## config.mk

```make
export PLATFORM = sky130hd
export DESIGN_NAME = cfgrom_reader
export DESIGN_NICKNAME = d
export VERILOG_FILES = /design/src/rtl/cfgrom_pkg.sv /design/src/rtl/cfgrom_pwrup.sv /design/src/rtl/cfgrom_bitmem.sv /design/src/rtl/cfgrom_seq.sv /design/src/rtl/cfgrom_reader.sv
export SDC_FILE = /design/constraint.sdc
export NUM_CORES = 2
export LEC_CHECK = 0
export BUFFER_PORTS_ARGS = -buffer_cell sky130_fd_sc_hd__clkbuf_2
export CAP_MARGIN = 40
export CORE_AREA = 2 2 514 720
export DETAILED_ROUTE_END_ITERATION = 8
export DIE_AREA = 0 0 516 722
export PLACE_DENSITY_LB_ADDON = 0.2
export SYNTH_ARGS = -nofsm -noshare
export SYNTH_HDL_FRONTEND = slang
export SYNTH_SLANG_ARGS = --single-unit
```

## constraint.sdc

```tcl
create_clock -name clk -period 12.3 [get_ports clk]
set_clock_uncertainty 0.15 [all_clocks]
set_input_delay 2.46 -clock clk [delete_from_list [all_inputs] [get_ports clk]]
set_output_delay 2.46 -clock clk [all_outputs]
set_load 0.02 [all_outputs]
```

## src/rtl/cfgrom_pkg.sv

```systemverilog
package cfgrom_pkg;

  // Width of a pointer that covers `depth` entries (at least one bit).
  function automatic int unsigned addr_w(input int unsigned depth);
    return (depth <= 2) ? 1 : $clog2(depth);
  endfunction

  // Width of a counter that must reach `limit`.
  function automatic int unsigned cnt_w(input int unsigned limit);
    return (limit < 2) ? 1 : $clog2(limit + 1);
  endfunction

  typedef enum logic {
    ROLE_LATER = 1'b0,
    ROLE_FIRST = 1'b1
  } chain_role_e;

endpackage

```

## src/rtl/cfgrom_pwrup.sv

```systemverilog
module cfgrom_pwrup #(
  parameter int unsigned PWR_CYCLES = 64,
  localparam int unsigned CW = cfgrom_pkg::cnt_w(PWR_CYCLES)
) (
  input  logic clk,
  input  logic rst,
  output logic ready
);

  localparam logic [CW-1:0] LAST = CW'(PWR_CYCLES - 1);

  logic [CW-1:0] cnt_q;

  always_ff @(posedge clk) begin
    if (rst) begin
      cnt_q <= '0;
      ready <= 1'b0;
    end else if (!ready) begin
      if (cnt_q == LAST) begin
        ready <= 1'b1;
      end else begin
        cnt_q <= cnt_q + 1'b1;
      end
    end
  end

endmodule

```

## src/rtl/cfgrom_bitmem.sv

```systemverilog
module cfgrom_bitmem #(
  parameter int unsigned DEPTH = 2048,
  localparam int unsigned AW = cfgrom_pkg::addr_w(DEPTH)
) (
  input  logic          clk,
  input  logic          we,
  input  logic [AW-1:0] waddr,
  input  logic          wdata,
  input  logic [AW-1:0] raddr,
  output logic          rdata
);

  logic mem [DEPTH];

  always_ff @(posedge clk) begin
    if (we) begin
      mem[waddr] <= wdata;
    end
  end

  always_ff @(posedge clk) begin
    rdata <= mem[raddr];
  end

endmodule

```

## src/rtl/cfgrom_seq.sv

```systemverilog
module cfgrom_seq #(
  parameter int unsigned DEPTH = 2048,
  localparam int unsigned AW = cfgrom_pkg::addr_w(DEPTH)
) (
  input  logic          clk,
  input  logic          rst,
  input  logic          ready,
  input  logic          cfg_clk,
  input  logic          oe_rstn,
  input  logic          cs_n,
  input  logic          ser_en,
  output logic [AW-1:0] ptr_q,
  output logic [AW-1:0] ptr_nxt,
  output logic          casc_n,
  output logic          first_dev,
  output logic          sdata_oe
);

  import cfgrom_pkg::*;

  localparam logic [AW-1:0] LAST = AW'(DEPTH - 1);

  logic        cfg_q;
  logic        done_q;
  logic        done_nxt;
  logic        rise;
  logic        step;
  chain_role_e role_q;

  assign rise = cfg_clk & ~cfg_q;
  assign step = ready & ser_en & oe_rstn & ~cs_n & ~done_q & rise;

  always_comb begin
    ptr_nxt  = ptr_q;
    done_nxt = done_q;
    if (rst || !oe_rstn) begin
      ptr_nxt  = '0;
      done_nxt = 1'b0;
    end else if (step) begin
      if (ptr_q == LAST) begin
        done_nxt = 1'b1;
      end else begin
        ptr_nxt = ptr_q + 1'b1;
      end
    end
  end

  always_ff @(posedge clk) begin
    if (rst) begin
      cfg_q    <= 1'b0;
      ptr_q    <= '0;
      done_q   <= 1'b0;
      casc_n   <= 1'b1;
      role_q   <= ROLE_LATER;
      sdata_oe <= 1'b0;
    end else begin
      cfg_q    <= cfg_clk;
      ptr_q    <= ptr_nxt;
      done_q   <= done_nxt;
      casc_n   <= ~done_nxt;
      sdata_oe <= ready & ser_en & oe_rstn & ~cs_n;
      if (!oe_rstn) begin
        role_q <= cs_n ? ROLE_LATER : ROLE_FIRST;
      end
    end
  end

  assign first_dev = (role_q == ROLE_FIRST);

endmodule

```

## src/rtl/cfgrom_reader.sv

```systemverilog
module cfgrom_reader #(
  parameter int unsigned DEPTH      = 2048,
  parameter int unsigned PWR_CYCLES = 64,
  localparam int unsigned AW = cfgrom_pkg::addr_w(DEPTH)
) (
  input  logic          clk,
  input  logic          rst,
  input  logic          cfg_clk,
  input  logic          oe_rstn,
  input  logic          cs_n,
  input  logic          ser_en,
  input  logic          pre_we,
  input  logic [AW-1:0] pre_addr,
  input  logic          pre_data,
  output logic          sdata,
  output logic          sdata_oe,
  output logic          casc_n,
  output logic          first_dev,
  output logic          ready
);

  logic [AW-1:0] ptr_q;
  logic [AW-1:0] ptr_nxt;
  logic          wr_en;

  assign wr_en = pre_we & ~ser_en;

  cfgrom_pwrup #(
    .PWR_CYCLES(PWR_CYCLES)
  ) pwrup_i (
    .clk  (clk),
    .rst  (rst),
    .ready(ready)
  );

  cfgrom_seq #(
    .DEPTH(DEPTH)
  ) seq_i (
    .clk      (clk),
    .rst      (rst),
    .ready    (ready),
    .cfg_clk  (cfg_clk),
    .oe_rstn  (oe_rstn),
    .cs_n     (cs_n),
    .ser_en   (ser_en),
    .ptr_q    (ptr_q),
    .ptr_nxt  (ptr_nxt),
    .casc_n   (casc_n),
    .first_dev(first_dev),
    .sdata_oe (sdata_oe)
  );

  cfgrom_bitmem #(
    .DEPTH(DEPTH)
  ) mem_i (
    .clk  (clk),
    .we   (wr_en),
    .waddr(pre_addr),
    .wdata(pre_data),
    .raddr(ptr_nxt),
    .rdata(sdata)
  );

endmodule

```

After elaboration in Yosys (flattened, before gate mapping)
Memory sizes are Yosys's and may differ from the RTL's. A register that Yosys moved wholly into a read port is not among the register bits.
Index checks and enable logic that the tools add are counted.
- memories kept: 1
- RAM bits: 2048
- bits in registers: 24
- output and inout bits: 5
- memories (memory ; depth ; width ; rd ports ; clocked after memory_dff ; write ports ; line ; text):
    mem_i.mem ; 2048 ; 1 ; 1 ; 1 ; 1 ; cfgrom_bitmem.sv:13 ; logic mem [DEPTH];
- bitwise gates (word level): 14
- $add $sub $neg: 2
- multiplexer cells: 11
- equality and inequality tests: 2
- reductions and logical operators: 3
- operator list (cell ; count):
    11-bit 2-to-1 mux ; 3
    11-bit by 1-bit adder with 11-bit output (second input constant) ; 1
    11-bit == test (second input constant) ; 1
    1-bit 2-to-1 mux ; 8
    7-bit by 1-bit adder with 7-bit output (second input constant) ; 1
    1-bit AND ; 7
    7-bit by 6-bit == test with 1-bit output (second input constant) ; 1
    1-bit inverter ; 7
    2-bit AND reduction ; 1
    1-bit zero test ; 1
    1-bit logical OR ; 1

Logic depth before layout (Yosys ltp)
- depth after elaboration: 8
- gate-level depth with buffers: 21
- mapped depth without buffers: 15

Modules after synthesis
From an unflattened synthesis, not the netlist that was laid out.
- cell total of the unflattened synthesis: 6378
- area total of the unflattened synthesis: 90538.1 um^2
- modules (own cells, without submodules) (module ; seq. area each (um^2) ; cells an instance ; area an instance (um^2) ; instances):
    cfgrom_bitmem ; 61519.0 ; 6243 ; 89345.7 ; 1
    cfgrom_seq ; 320.3 ; 99 ; 819.5 ; 1
    cfgrom_pwrup ; 160.2 ; 35 ; 359.1 ; 1
    cfgrom_reader ; 0.0 ; 1 ; 13.8 ; 1

Worst setup path after synthesis
No wires, ideal clock.
- path type: in2reg
- start: in cfg_clk
- end: reg mem_i.rdata, read port of mem_i.mem
- cell stages on the path: 16
- setup time: 0.131 ns
- data required time: 12.019 ns
- path buffers: 4
- arrival time: 5.450 ns
- path slack: 6.568 ns
- path through: or3b_4 -> nor2_1 -> and3_1 -> clkbuf_1 -> o21ai_4 -> inv_2 -> buf_4 -> buf_2 -> buf_2 -> mux4_2 -> a2111oi_0 -> nand3_1 -> nand4_1 -> o21ai_0 -> a32oi_1 -> nand4_1
- cells in the longest elaborated chain, start to end: 4
- RTL lines (what ; line ; text):
    start, declared ; cfgrom_reader.sv:8 ; input logic cfg_clk,
    1-bit AND ; cfgrom_seq.sv:30 ; assign rise = cfg_clk & ~cfg_q;
    1-bit AND ; cfgrom_seq.sv:31 ; assign step = ready & ser_en & oe_rstn & ~cs_n & ~done_q & rise;
    11-bit 2-to-1 mux ; cfgrom_seq.sv:39 ; end else if (step) begin
    11-bit 2-to-1 mux ; cfgrom_seq.sv:36 ; if (rst || !oe_rstn) begin
    end, declared ; cfgrom_bitmem.sv:10 ; output logic rdata
No other way between the ends.
A chain may end at the register's enable or synchronous reset.

Final worst setup path
- start: in rst
- end: reg mem_i.rdata, read port of mem_i.mem
- cells in the longest elaborated chain, start to end: 2
- RTL lines (what ; line ; text):
    start, declared ; cfgrom_reader.sv:7 ; input logic rst,
    1-bit logical OR ; cfgrom_seq.sv:36 ;
    11-bit 2-to-1 mux ; cfgrom_seq.sv:36 ;
No other way between the ends.

==> out/results.tsv <==
stage	metric	value	unit
sta	timing.final.ws_setup	4.43	ns
detailed_routing	routed_wl	362000	um
clock_network	cts_resized	0	
clock_network	cts_hold_buf	0	
detailed_routing	via_per_inst	5.03	
grt	grt_pass1_vias	62700	
power_and_ir_drop	internal-power	11.2	mW
synthesis	yosysSeqAreaShare	0.680	
floorplan	die-width	516	um
sta	setup_viol	0	
sta	finalCriticalPeriod	7.87	ns
synthesis	synth.most_common_cell	nor2_1	
critical_path	r2r-start	seq_i.ptr_q[0]	
synthesis	syn_area_per_cell	11.7	um^2
placed_design	dp_worst_setup_slack	3.66	ns
synthesis	syn_area	0.0911	mm^2
synthesis	synth_edf_count	2048	
power_and_ir_drop	p_seq_frac	0.543	
clock_network	clk_path_buf_depth	4	
power_and_ir_drop	pwr-share-clk	0.440	
clock_network	cts_tree	yes	
hold_path	hold_class	register to register	
placed_design	dp.cells	12300	
clock_network	clk_latency	0.93	ns
power_and_ir_drop	p_leak	32.4	nW
critical_path	end_kind	register	
critical_path	cp_data_arrival_time	8.57	ns
synthesis	yosysTopAreaCell	edfxtp_1	
status	status	completed	
power_and_ir_drop	ir_worst_vdd	0.122	mV
sta	setup_tns	0	ns
detailed_routing	drt_iter0_drc	6206	
placed_design	finalWeightedCongestion	0.813	
detailed_routing	drcViolationCount	0	
synthesis	syn_inst	7784	
cells_and_area	utilization	0.286	
clock_network	h-tree-depth	4	
floorplan	rows	263	
placed_design	dp_hpwl	207000	um
floorplan	die_area	0.373	mm^2
sta	relSlewSlack	0.0996	
clock_network	post-cts-setup-buffer-count	0	
grt	track_usage	0.189	
synthesis	synth.distinct_cells	82	
cells_and_area	nNetsFinal	7603	
floorplan	die_h	722	um
grt	grt_pass1_wl	502000	um
synthesis	synth_top_area_share	0.675	
grt	grt_remaining_overflow	0	
synthesis	synthArstFlopShare	0	
power_and_ir_drop	p_per_area	137	mW/mm^2
synthesis	synthesis.nets	7805	
cells_and_area	layout-drive-gt1-share	0.104	
clock_network	clk_pin_slew	0.07	ns
synthesis	synth_common_cells	nor2_1, edfxtp_1, nand2_1	
synthesis	ys_ff_latch	2073	
sta	worstMarginPinSlew	1.35	ns
clock_network	numCtsBuffers	205	
grt	antenna_found_initial	21	
critical_path	critPathLaunchType	input port	
critical_path	crit_start	rst	
cells_and_area	seq_area	0.0620	mm^2
sta	max_freq	127	MHz
cells_and_area	multi_input_area	0.0265	mm^2
detailed_routing	first_pass_iters	6	
power_and_ir_drop	combPwrFrac	0.017	
critical_path	required	13.00	ns
critical_path	crit_fanout	146	
flow_run	maxCapViolCount	0	
critical_path	criticalPathCategory	input port to register	
synthesis	synth_warnings	0	
hold_path	holdCritStartpoint	pwrup_i.cnt_q[6]	
sta	hold_viol	0	
clock_network	cts_sinks	2073	
floorplan	io_pins	24	
cells_and_area	final.fill_count	38100	
power_and_ir_drop	switchingPower	3.06	mW
floorplan	initial_utilization	0.249	
clock_network	root_buffer	clkbuf_16	
sta	rsz0062_at_grt	false	
detailed_routing	post_drt_wl_per_cell	28.6	um
cells_and_area	stdcell_count	12700	
synthesis	synthTopCellsByArea	edfxtp_1, nor2_1, nand2_1, mux4_2, mux2i_1	
detailed_routing	ant_nets	0	
grt	grt_max_degree	283	
cells_and_area	area_delta_synth_final	14.9	%
floorplan	core_area	0.366	mm^2
power_and_ir_drop	netSwitchingFraction	0.214	
placed_design	io_buffers	23	
detailed_routing	num_vias	63600	
power_and_ir_drop	power	14.3	mW
sta	drv_slew	0	
sta	fin_crit_sh	0.640	
synthesis	ys_dominant_reg_cell	edfxtp_1	
## worst paths after layout
check	slack, ns	depth (start not counted)	end
worst max-delay path	4.43	16	mem_i.rdata
worst min-delay path	0.33	1	pwrup_i.cnt_q[6]
worst max register to register	5.77	16	mem_i.rdata
worst min register to register	0.33	1	pwrup_i.cnt_q[6]
## power groups by stage
stage                     logic (mW)  clock network (mW)  registers (mW)
after floorplan               0.0492                   0            7.91
after global placement         0.223                   0            7.91
after detailed placement       0.240                   0            7.91
after CTS                      0.240                6.42            7.76
after global routing           0.253                6.63            7.76
final                          0.240                6.29            7.76
## per-stage QoR
step	area, um^2	hold slack [ns]
finish	105000	0.332
global route	105000	0.337
CTS	105000	0.332
detailed placement	98200	0.323
global placement	96600	0.316
floorplan	91100	0.308
## kinds of logic after synthesis
logic type,after synthesis,share of synthesized area
adder cells (fa/ha/maj),2,0.000275
flip-flops,2073,0.680
buffers and inverters,734,0.0361
XOR/XNOR,7,0.000673
AND/OR/NAND/NOR,3871,0.172
multiplexers,362,0.0578
AO/OA/AOI/OAI,735,0.0528
## critical path: stages
cell and delay, ns:
clkbuf_2 0.21, nor2b_4 0.51, buf_4 0.68, nand2_8 0.55
inv_16 0.65, buf_12 0.48, nand2_1 0.13, a32oi_1 0.22
nand3_1 0.09, a31oi_1 0.38, a21oi_1 0.19, nor4_1 0.59
buf_4 0.26, a311oi_1 0.05, or4b_1 0.50, nand4_1 0.10
## sequential cells by signal, summed over array words and instances (netlist names)
signal and flops:
pwrup_i.cnt_q 7, seq_i.casc_n 1, seq_i.done_q 1, seq_i.sdata_oe 1, mem_i.mem 2048, seq_i.ptr_q 11, seq_i.cfg_q 1, pwrup_i.ready 1
mem_i.rdata 1, seq_i.first_dev 1
## final cells by class
class | count | share of cell area
Clock buffer | 255 | 0.0524
Clock inverter | 116 | 0.00870
Timing Repair Buffer | 313 | 0.0342
Tap cell | 4902 | 0.0586
Antenna cell | 4 | 0.0000956
Multi-Input combinational cell | 4977 | 0.253
Inverter | 12 | 0.000729
Sequential cell | 2073 | 0.592
## layer usage
| layer | track usage | share of wire |
|---|---|---|
| met3 | 0.0205 | 0.049 |
| met5 | 0 | 0.00027 |
| met4 | 0.0705 | 0.041 |
| met2 | 0.338 | 0.51 |
| met1 | 0.233 | 0.40 |
## cell usage in the layout, fill, tap and decap left out, types with 9 or more instances in the layout
master	count
a32oi_1	25
o22ai_1	48
buf_16	36
buf_12	30
nand4_1	43
clkbuf_1	39
clkinv_1	65
nand2_1	1088
buf_4	193
a2111oi_0	17
nor3_1	40
dfxtp_1	25
buf_8	24
a211oi_1	70
clkbuf_2	22
o211ai_1	14
edfxtp_1	2048
a22oi_1	57
mux4_2	131
clkinv_2	30
nor2_1	2138
mux2i_1	226
clkbuf_16	210
nor2_4	9
a21oi_1	232
and3_1	79
o221ai_1	29
o21ai_0	61
a31oi_1	89
nand3_4	32
nand3_1	337
nor4_1	34
a311oi_1	21
bufinv_16	14
(Power assumes the default switching activity.)
